$ cat src/rtl/pm_pkg.sv
package pm_pkg;

    localparam int PM_BLK_W = 16;

    typedef logic [PM_BLK_W-1:0] blk_t;

    typedef enum logic {
        ST_AVAIL   = 1'b0,
        ST_UNAVAIL = 1'b1
    } pm_state_e;

    // Per-second classification result
    typedef struct packed {
        logic ses;
        logic es;
        blk_t bbe;
    } pm_sec_t;

    // One delay-line slot: valid bit, availability label, classification
    typedef struct packed {
        logic    vld;
        logic    unav;
        pm_sec_t cls;
    } pm_slot_t;

    // Division-free 30% test: err*10 >= tot*3
    function automatic pm_sec_t pm_classify(blk_t err, blk_t tot, logic dfct);
        pm_sec_t r;
        logic [PM_BLK_W+3:0] e10;
        logic [PM_BLK_W+3:0] t3;
        logic any_err;
        e10 = ({4'b0, err} << 3) + ({4'b0, err} << 1);
        t3  = ({4'b0, tot} << 1) + {4'b0, tot};
        any_err = (err != '0);
        r.ses = dfct || (any_err && (e10 >= t3));
        r.es  = r.ses || any_err;
        r.bbe = r.ses ? '0 : err;
        return r;
    endfunction

endpackage

$ cat src/rtl/pm_classifier.sv
module pm_classifier
    import pm_pkg::*;
(
    input  logic    clk,
    input  logic    rst,
    input  logic    sec_valid,
    input  blk_t    err_blocks,
    input  blk_t    total_blocks,
    input  logic    defect,
    output pm_sec_t cls
);

    always_comb begin
        cls = pm_classify(err_blocks, total_blocks, defect);
    end

    // a defect always makes the second severely errored and errored
    a_r3_defect_is_ses: assert property (@(posedge clk) disable iff (rst)
        (sec_valid && defect) |-> (cls.ses && cls.es && cls.bbe == '0));

    // no errors and no defect is never severe
    a_r3_clean_not_ses: assert property (@(posedge clk) disable iff (rst)
        (sec_valid && !defect && err_blocks == '0) |-> (!cls.ses && !cls.es));

endmodule

$ cat src/rtl/pm_avail_window.sv
module pm_avail_window
    import pm_pkg::*;
#(
    parameter int WIN = 10
) (
    input  logic    clk,
    input  logic    rst,
    input  logic    clr,
    input  logic    push,
    input  pm_sec_t new_cls,
    output logic    commit_v,
    output pm_sec_t commit_cls,
    output logic    commit_unav,
    output logic    unav_o
);

    localparam int RW = $clog2(WIN + 1);

    pm_state_e state_q;
    pm_state_e state_nx;
    logic [RW-1:0] run_q;
    logic [RW-1:0] run_inc;
    logic hit;
    logic flip;
    pm_slot_t slot_q [WIN];

    // A run counts severe seconds while available, clean ones while unavailable
    always_comb begin
        hit      = (state_q == ST_UNAVAIL) ? !new_cls.ses : new_cls.ses;
        run_inc  = hit ? run_q + 1'b1 : '0;
        flip     = (run_inc == RW'(WIN));
        state_nx = state_q;
        if (flip) begin
            state_nx = (state_q == ST_AVAIL) ? ST_UNAVAIL : ST_AVAIL;
        end
    end

    always_ff @(posedge clk) begin
        if (rst || clr) begin
            state_q <= ST_AVAIL;
            run_q   <= '0;
        end else if (push) begin
            state_q <= state_nx;
            run_q   <= flip ? '0 : run_inc;
        end
    end

    // Slot 0 newest, slot WIN-1 oldest; a flip relabels the whole window
    always_ff @(posedge clk) begin
        if (rst || clr) begin
            for (int i = 0; i < WIN; i++) begin
                slot_q[i] <= '0;
            end
        end else if (push) begin
            slot_q[0].vld  <= 1'b1;
            slot_q[0].unav <= (state_nx == ST_UNAVAIL);
            slot_q[0].cls  <= new_cls;
            for (int i = 1; i < WIN; i++) begin
                slot_q[i].vld  <= slot_q[i-1].vld;
                slot_q[i].unav <= flip ? (state_nx == ST_UNAVAIL) : slot_q[i-1].unav;
                slot_q[i].cls  <= slot_q[i-1].cls;
            end
        end
    end

    always_comb begin
        commit_v    = push && slot_q[WIN-1].vld;
        commit_cls  = slot_q[WIN-1].cls;
        commit_unav = slot_q[WIN-1].unav;
        unav_o      = (state_q == ST_UNAVAIL);
    end

    // run never rests at the transition length
    a_r6_run_bounded: assert property (@(posedge clk) disable iff (rst)
        run_q < RW'(WIN));

    // state moves only on a strobe
    a_r11_state_on_strobe: assert property (@(posedge clk) disable iff (rst)
        (!push && !clr) |=> $stable(state_q));

    // clear empties the history and returns to available
    a_r1_clear_empties: assert property (@(posedge clk) disable iff (rst)
        clr |=> (state_q == ST_AVAIL && run_q == '0 &&
                 !slot_q[0].vld && !slot_q[WIN-1].vld));

endmodule

$ cat src/rtl/pm_counters.sv
module pm_counters
    import pm_pkg::*;
#(
    parameter int CNT_W = 16,
    parameter int WIN   = 10
) (
    input  logic             clk,
    input  logic             rst,
    input  logic             clr,
    input  logic             commit_v,
    input  pm_sec_t          commit_cls,
    input  logic             commit_unav,
    output logic [CNT_W-1:0] es_cnt,
    output logic [CNT_W-1:0] ses_cnt,
    output logic [CNT_W-1:0] bbe_cnt,
    output logic [CNT_W-1:0] uas_cnt,
    output logic [CNT_W-1:0] cses_cnt
);

    localparam int RW = $clog2(WIN + 1);
    localparam int SW = ((CNT_W > PM_BLK_W) ? CNT_W : PM_BLK_W) + 1;
    localparam logic [SW-1:0] MAX_S = SW'({CNT_W{1'b1}});

    logic [RW-1:0] crun_q;
    logic [SW-1:0] bbe_sum;
    logic [CNT_W-1:0] bbe_nx;
    logic run_ends;
    logic run_counts;

    function automatic logic [CNT_W-1:0] sat_inc(logic [CNT_W-1:0] v);
        return (v == '1) ? v : v + 1'b1;
    endfunction

    always_comb begin
        bbe_sum    = SW'(bbe_cnt) + SW'(commit_cls.bbe);
        bbe_nx     = (bbe_sum > MAX_S) ? '1 : bbe_sum[CNT_W-1:0];
        run_ends   = commit_unav || !commit_cls.ses;
        run_counts = (crun_q >= RW'(2)) && (crun_q < RW'(WIN));
    end

    always_ff @(posedge clk) begin
        if (rst || clr) begin
            es_cnt   <= '0;
            ses_cnt  <= '0;
            bbe_cnt  <= '0;
            uas_cnt  <= '0;
            cses_cnt <= '0;
            crun_q   <= '0;
        end else if (commit_v) begin
            if (commit_unav) begin
                uas_cnt <= sat_inc(uas_cnt);
            end else begin
                if (commit_cls.es)  es_cnt  <= sat_inc(es_cnt);
                if (commit_cls.ses) ses_cnt <= sat_inc(ses_cnt);
                bbe_cnt <= bbe_nx;
            end
            if (run_ends) begin
                crun_q <= '0;
                if (run_counts) cses_cnt <= sat_inc(cses_cnt);
            end else if (crun_q != RW'(WIN)) begin
                crun_q <= crun_q + 1'b1;
            end
        end
    end

    // counters never wrap downward without a clear
    a_r9_es_no_wrap: assert property (@(posedge clk) disable iff (rst)
        !clr |=> es_cnt >= $past(es_cnt));
    a_r9_bbe_no_wrap: assert property (@(posedge clk) disable iff (rst)
        !clr |=> bbe_cnt >= $past(bbe_cnt));
    a_r9_uas_no_wrap: assert property (@(posedge clk) disable iff (rst)
        !clr |=> uas_cnt >= $past(uas_cnt));

    // unavailable commits touch only the unavailable counter
    a_r5_inhibit: assert property (@(posedge clk) disable iff (rst)
        (commit_v && commit_unav && !clr) |=>
            ($stable(es_cnt) && $stable(ses_cnt) && $stable(bbe_cnt)));

    // idle cycles change nothing
    a_r10_idle_hold: assert property (@(posedge clk) disable iff (rst)
        (!commit_v && !clr) |=> ($stable(es_cnt) && $stable(uas_cnt) && $stable(cses_cnt)));

    // clear zeroes every counter
    a_r1_clear_zero: assert property (@(posedge clk) disable iff (rst)
        clr |=> (es_cnt == '0 && ses_cnt == '0 && bbe_cnt == '0 &&
                 uas_cnt == '0 && cses_cnt == '0));

endmodule

$ cat src/rtl/sdh_perf_mon.sv
module sdh_perf_mon
    import pm_pkg::*;
#(
    parameter int CNT_W = 16,
    parameter int WIN   = 10
) (
    input  logic                clk,
    input  logic                rst,
    input  logic                clr,
    input  logic                sec_valid,
    input  logic [PM_BLK_W-1:0] err_blocks,
    input  logic [PM_BLK_W-1:0] total_blocks,
    input  logic                defect,
    output logic [CNT_W-1:0]    es_count,
    output logic [CNT_W-1:0]    ses_count,
    output logic [CNT_W-1:0]    bbe_count,
    output logic [CNT_W-1:0]    uas_count,
    output logic [CNT_W-1:0]    cses_count,
    output logic                unavailable
);

    pm_sec_t cls;
    pm_sec_t commit_cls;
    logic    commit_v;
    logic    commit_unav;
    logic    push;

    assign push = sec_valid && !clr;

    pm_classifier u_cls (
        .clk          (clk),
        .rst          (rst),
        .sec_valid    (sec_valid),
        .err_blocks   (err_blocks),
        .total_blocks (total_blocks),
        .defect       (defect),
        .cls          (cls)
    );

    pm_avail_window #(.WIN(WIN)) u_win (
        .clk         (clk),
        .rst         (rst),
        .clr         (clr),
        .push        (push),
        .new_cls     (cls),
        .commit_v    (commit_v),
        .commit_cls  (commit_cls),
        .commit_unav (commit_unav),
        .unav_o      (unavailable)
    );

    pm_counters #(.CNT_W(CNT_W), .WIN(WIN)) u_cnt (
        .clk         (clk),
        .rst         (rst),
        .clr         (clr),
        .commit_v    (commit_v),
        .commit_cls  (commit_cls),
        .commit_unav (commit_unav),
        .es_cnt      (es_count),
        .ses_cnt     (ses_count),
        .bbe_cnt     (bbe_count),
        .uas_cnt     (uas_count),
        .cses_cnt    (cses_count)
    );

endmodule

$ cat config.mk
export PLATFORM = sky130hd
export DESIGN_NAME = sdh_perf_mon
export DESIGN_NICKNAME = d
export VERILOG_FILES = /design/src/rtl/pm_pkg.sv /design/src/rtl/pm_classifier.sv /design/src/rtl/pm_avail_window.sv /design/src/rtl/pm_counters.sv /design/src/rtl/sdh_perf_mon.sv
export SDC_FILE = /design/constraint.sdc
export NUM_CORES = 1
export LEC_CHECK = 0
export ABC_AREA = 1
export BUFFER_PORTS_ARGS = -buffer_cell sky130_fd_sc_hd__buf_2
export CAP_MARGIN = 30
export CORE_ASPECT_RATIO = 1.2
export CORE_MARGIN = 2
export CORE_UTILIZATION = 40
export DETAILED_ROUTE_END_ITERATION = 7
export GPL_TIMING_DRIVEN = 0
export PLACE_DENSITY_LB_ADDON = 0.2
export SLEW_MARGIN = 5
export SYNTH_ARGS = -nofsm -noshare
export SYNTH_HDL_FRONTEND = slang
export SYNTH_SLANG_ARGS = --single-unit
$ cat constraint.sdc
create_clock -name clk -period 5.1 [get_ports clk]
set_clock_uncertainty 0.2 [all_clocks]
set_input_delay 0.255 -clock clk [delete_from_list [all_inputs] [get_ports clk]]
set_output_delay 0.255 -clock clk [all_outputs]
set_load 0.01 [all_outputs]
==> impl_metrics.tcl <==
set metrics [dict create \
    outcome "finished, final reports clean" \
    grt_max_degree 43 \
    crit_slowest_cell "fa_1" \
    crit_cells 25 \
    cpPeakStageDelay_ns 0.40 \
    crit_top_cell "nand2_1" \
    antennaDiodeCount 0 \
    setup_ws_ns 1.26 \
    n_fill_cell 3402 \
    r2r_cells 15 \
    syn_to_final_growth_pct 16.7 \
    dp_hpwl_microns 20600 \
    syn-num-nets 1704 \
    hold_class "in2reg" \
    cap_violations 0 \
    leakagePower_nw 6.93 \
    drc 0 \
    num_vias 10600 \
    synth_top_area_share_pct 41.5 \
    antenna_found_initial 0 \
    seq_area_frac_synth_pct 54.0 \
    crit_path_end_kind "register" \
    ant_nets 0 \
    synth_seq_cells 289 \
    r2r-start "u_win.slot_q[4][20]" \
    dieWidth_microns 177 \
    crit_family "simple AND/OR/NAND/NOR gates" \
    tightest_slew_ns 0.903 \
    min_period_over_period_pct 75.3 \
    vias_per_cell 4.70 \
    clock_latency_ns 0.56 \
    async_reset_ff_share_pct 0 \
    h-tree-depth 1 \
    ys.flop_type "edfxtp_1" \
    synth_enable_flop_cells 199 \
    pre_cts_ws_ns 0.681 \
    worstPathMaxFanout 9 \
    firstDrtPassIters 5 \
    std_cell_rows 76 \
    p_per_area_nw_per_um2 307 \
    clk_pin_slew_ns 0.06 \
    finalPower_mw 5.16 \
    max-slew-margin-rel_pct 39.8 \
    drv_slew 0 \
    whs_ns 0.0708 \
    setup_violations 0 \
    clockBufferDepth 3 \
    final_layout_size_suffix_gt1_share_pct 12.5 \
    crit_required_ns 5.30 \
    worst-path-buf-inv 3 \
    startpoint "total_blocks[1]" \
    pin_count 118 \
    grt_usage_pct 15.1 \
    critPathKind "in2reg" \
    port_buffers 117 \
    routedWlPerCell_microns 12.4 \
    hold_violations 0 \
    root_buffer "clkbuf_16" \
    synth_top_area_cell "edfxtp_1" \
    crit_path_start_kind "input port" \
    finalWeightedCongestion 0.872 \
    syn_inst 1595 \
    max_clock_freq_ghz 0.260 \
    start_util_pct 40.3 \
    drt_iter0_markers 476 \
    die_y_microns 212 \
    grt_pass1_wl_microns 46700 \
    rsz0062_at_grt "no" \
    synthTopCellsByCount "inv_1 (315), nor2_1 (252), nand2_1 (211), edfxtp_1 (199), a21oi_1 (99)" \
    crit_end "u_win.slot_q[3][18]" \
    reg2reg_slack_ns 2.33 \
    post-route-min-period_ns 3.84 \
    core_sq_um 35800 \
    numCtsBuffers 30 \
    postPlaceCellArea_sq_um 15700 \
    synth_area_per_cell_sq_um 9.03 \
    peakVddDrop_uv 285 \
    cts.sinks 289 \
    design_area_sq_um 16800 \
    nNetsFinal 1876 \
    synth_most_common_cell "inv_1" \
    overflow 0 \
    tritoncts "yes" \
    drt_wl_total_microns 27900 \
    die-area_sq_um 37600 \
    synth_cell_type_count 55 \
    synth_area_leaders "edfxtp_1 (41%), dfxtp_1 (13%), inv_1 (8.2%), nor2_1 (6.6%), ha_1 (6.0%)" \
    grt_pass1_vias 10300 \
    synth_area_sq_um 14400 \
    reg2reg_to "u_cnt.bbe_cnt[9]" \
    critPathArrivalTime_ns 4.04 \
    yosysWarnings 0 \
]
## cell type report
class	instances	area, sq um	area share, %
Tap cell	468	586	3.48
Inverter	323	1220	7.26
Sequential cell	289	7780	46.3
Clock buffer	34	766	4.55
Clock inverter	21	183	1.09
Multi-Input combinational cell	947	5250	31.2
Buffer	36	160	0.953
Timing Repair Buffer	140	866	5.15
## stage by stage
step,util (%),std cells,setup TNS (ns)
3_3_place_gp,43.6,2180,-244.43
3_5_place_dp,43.9,2185,0
5_1_grt,47.0,2258,0
2_1_floorplan,-,1595,0
4_1_cts,47.0,2258,0
6_report,47.0,2258,0
## power by group
| part | switching [mW] | leakage (nW) | internal [mW] |
|---|---|---|---|
| Combinational | 0.286 | 3.43 | 0.173 |
| Clock | 0.894 | 0.455 | 1.22 |
| Sequential | 0.0192 | 3.04 | 2.57 |
## worst reg2reg max path, cell delays in order, from the launching register on
cell and delay (ns):
edfxtp_1 0.37, ha_1 0.23, fa_1 0.43, nand3_1 0.11, nand2_1 0.08, a21oi_1 0.19, o21bai_2 0.12, nand2_1 0.07
nand2_1 0.11, nand3_1 0.10, nand4_1 0.09, inv_2 0.17, buf_4 0.22, nand3_1 0.09, nand2_1 0.08, inv_1 0.03
## cell families (layout without fill, tap and decap cells)
kind of cell | count (synthesis) | count (layout) | synth area share [%]
muxes | 1 | 1 | 0.0695
and+or+nand+nor | 610 | 610 | 18.8
AOI/OAI and AO/OA | 217 | 217 | 8.36
xor gates and xnor gates | 47 | 47 | 2.86
buffers and inverters | 359 | 554 | 9.56
adders and majority gates | 72 | 72 | 6.41
DFF | 289 | 289 | 54.0
## cell usage in the layout (no fill, tap or decap), types with 3 or more instances in the layout
master         count
nor3_2             8
buf_2            131
fa_1               3
o21ai_1            4
nor3_1            33
inv_1            314
nor2_1           252
ha_1              69
clkbuf_16         30
o21ai_0           64
a31oi_1           17
nor2_2             3
a21oi_1           99
nor2_4             5
xor2_1            29
bufinv_16          3
o21bai_1           5
nand4_1           18
a211oi_1           5
clkinv_1          12
nand2_2            5
o21a_1             4
nor4_1            10
nand3_1           44
edfxtp_1         199
nand2_1          211
xnor2_1           18
inv_2              6
o211ai_1           6
dfxtp_1           90
and3_1             3
buf_12             5
clkbuf_1          23
nor3b_1            3
dlygate4sd3_1     18
## metal layers
layer	routed length, microns	GRT usage [%]	vias up
met5	0	0	-
li1	-	-	5532
met1	11500	16.7	4845
met2	14600	29.1	175
met3	1190	2.26	58
met4	697	5.29	0
## flip-flops by register name, summed over array words and instances, names as in the netlist
| register | count |
|---|---|
| u_cnt.crun_q | 4 |
| u_win.unav_o | 1 |
| u_win.run_q | 4 |
| u_cnt.uas_cnt | 16 |
| u_cnt.es_cnt | 16 |
| u_cnt.ses_cnt | 16 |
| u_cnt.cses_cnt | 16 |
| u_win.slot_q | 200 |
| u_cnt.bbe_cnt | 16 |
## what timing repair did
item / in CTS / in global routing
hold buffers: 18 / 0
buffers inserted: 0 / 0
resized for setup: 0 / 0
endpoints found under the hold margin: 21 / 0
## worst min path at each step
stage / startpoint / to / slack [ns] / depth (start not counted)
final: clr / u_cnt.crun_q[1] / 0.07 / 6
after global routing: clr / u_cnt.crun_q[1] / 0.11 / 6
after CTS: clr / u_cnt.crun_q[1] / 0.05 / 6
after detailed placement: u_cnt.es_cnt[8] / u_cnt.es_cnt[8] / 0.26 / 2
after global placement: u_win.slot_q[0][19] / u_win.slot_q[0][19] / 0.25 / 2
after floorplan: sec_valid / u_win.slot_q[0][19] / 0.21 / 2
(Power assumes the default switching activity.)
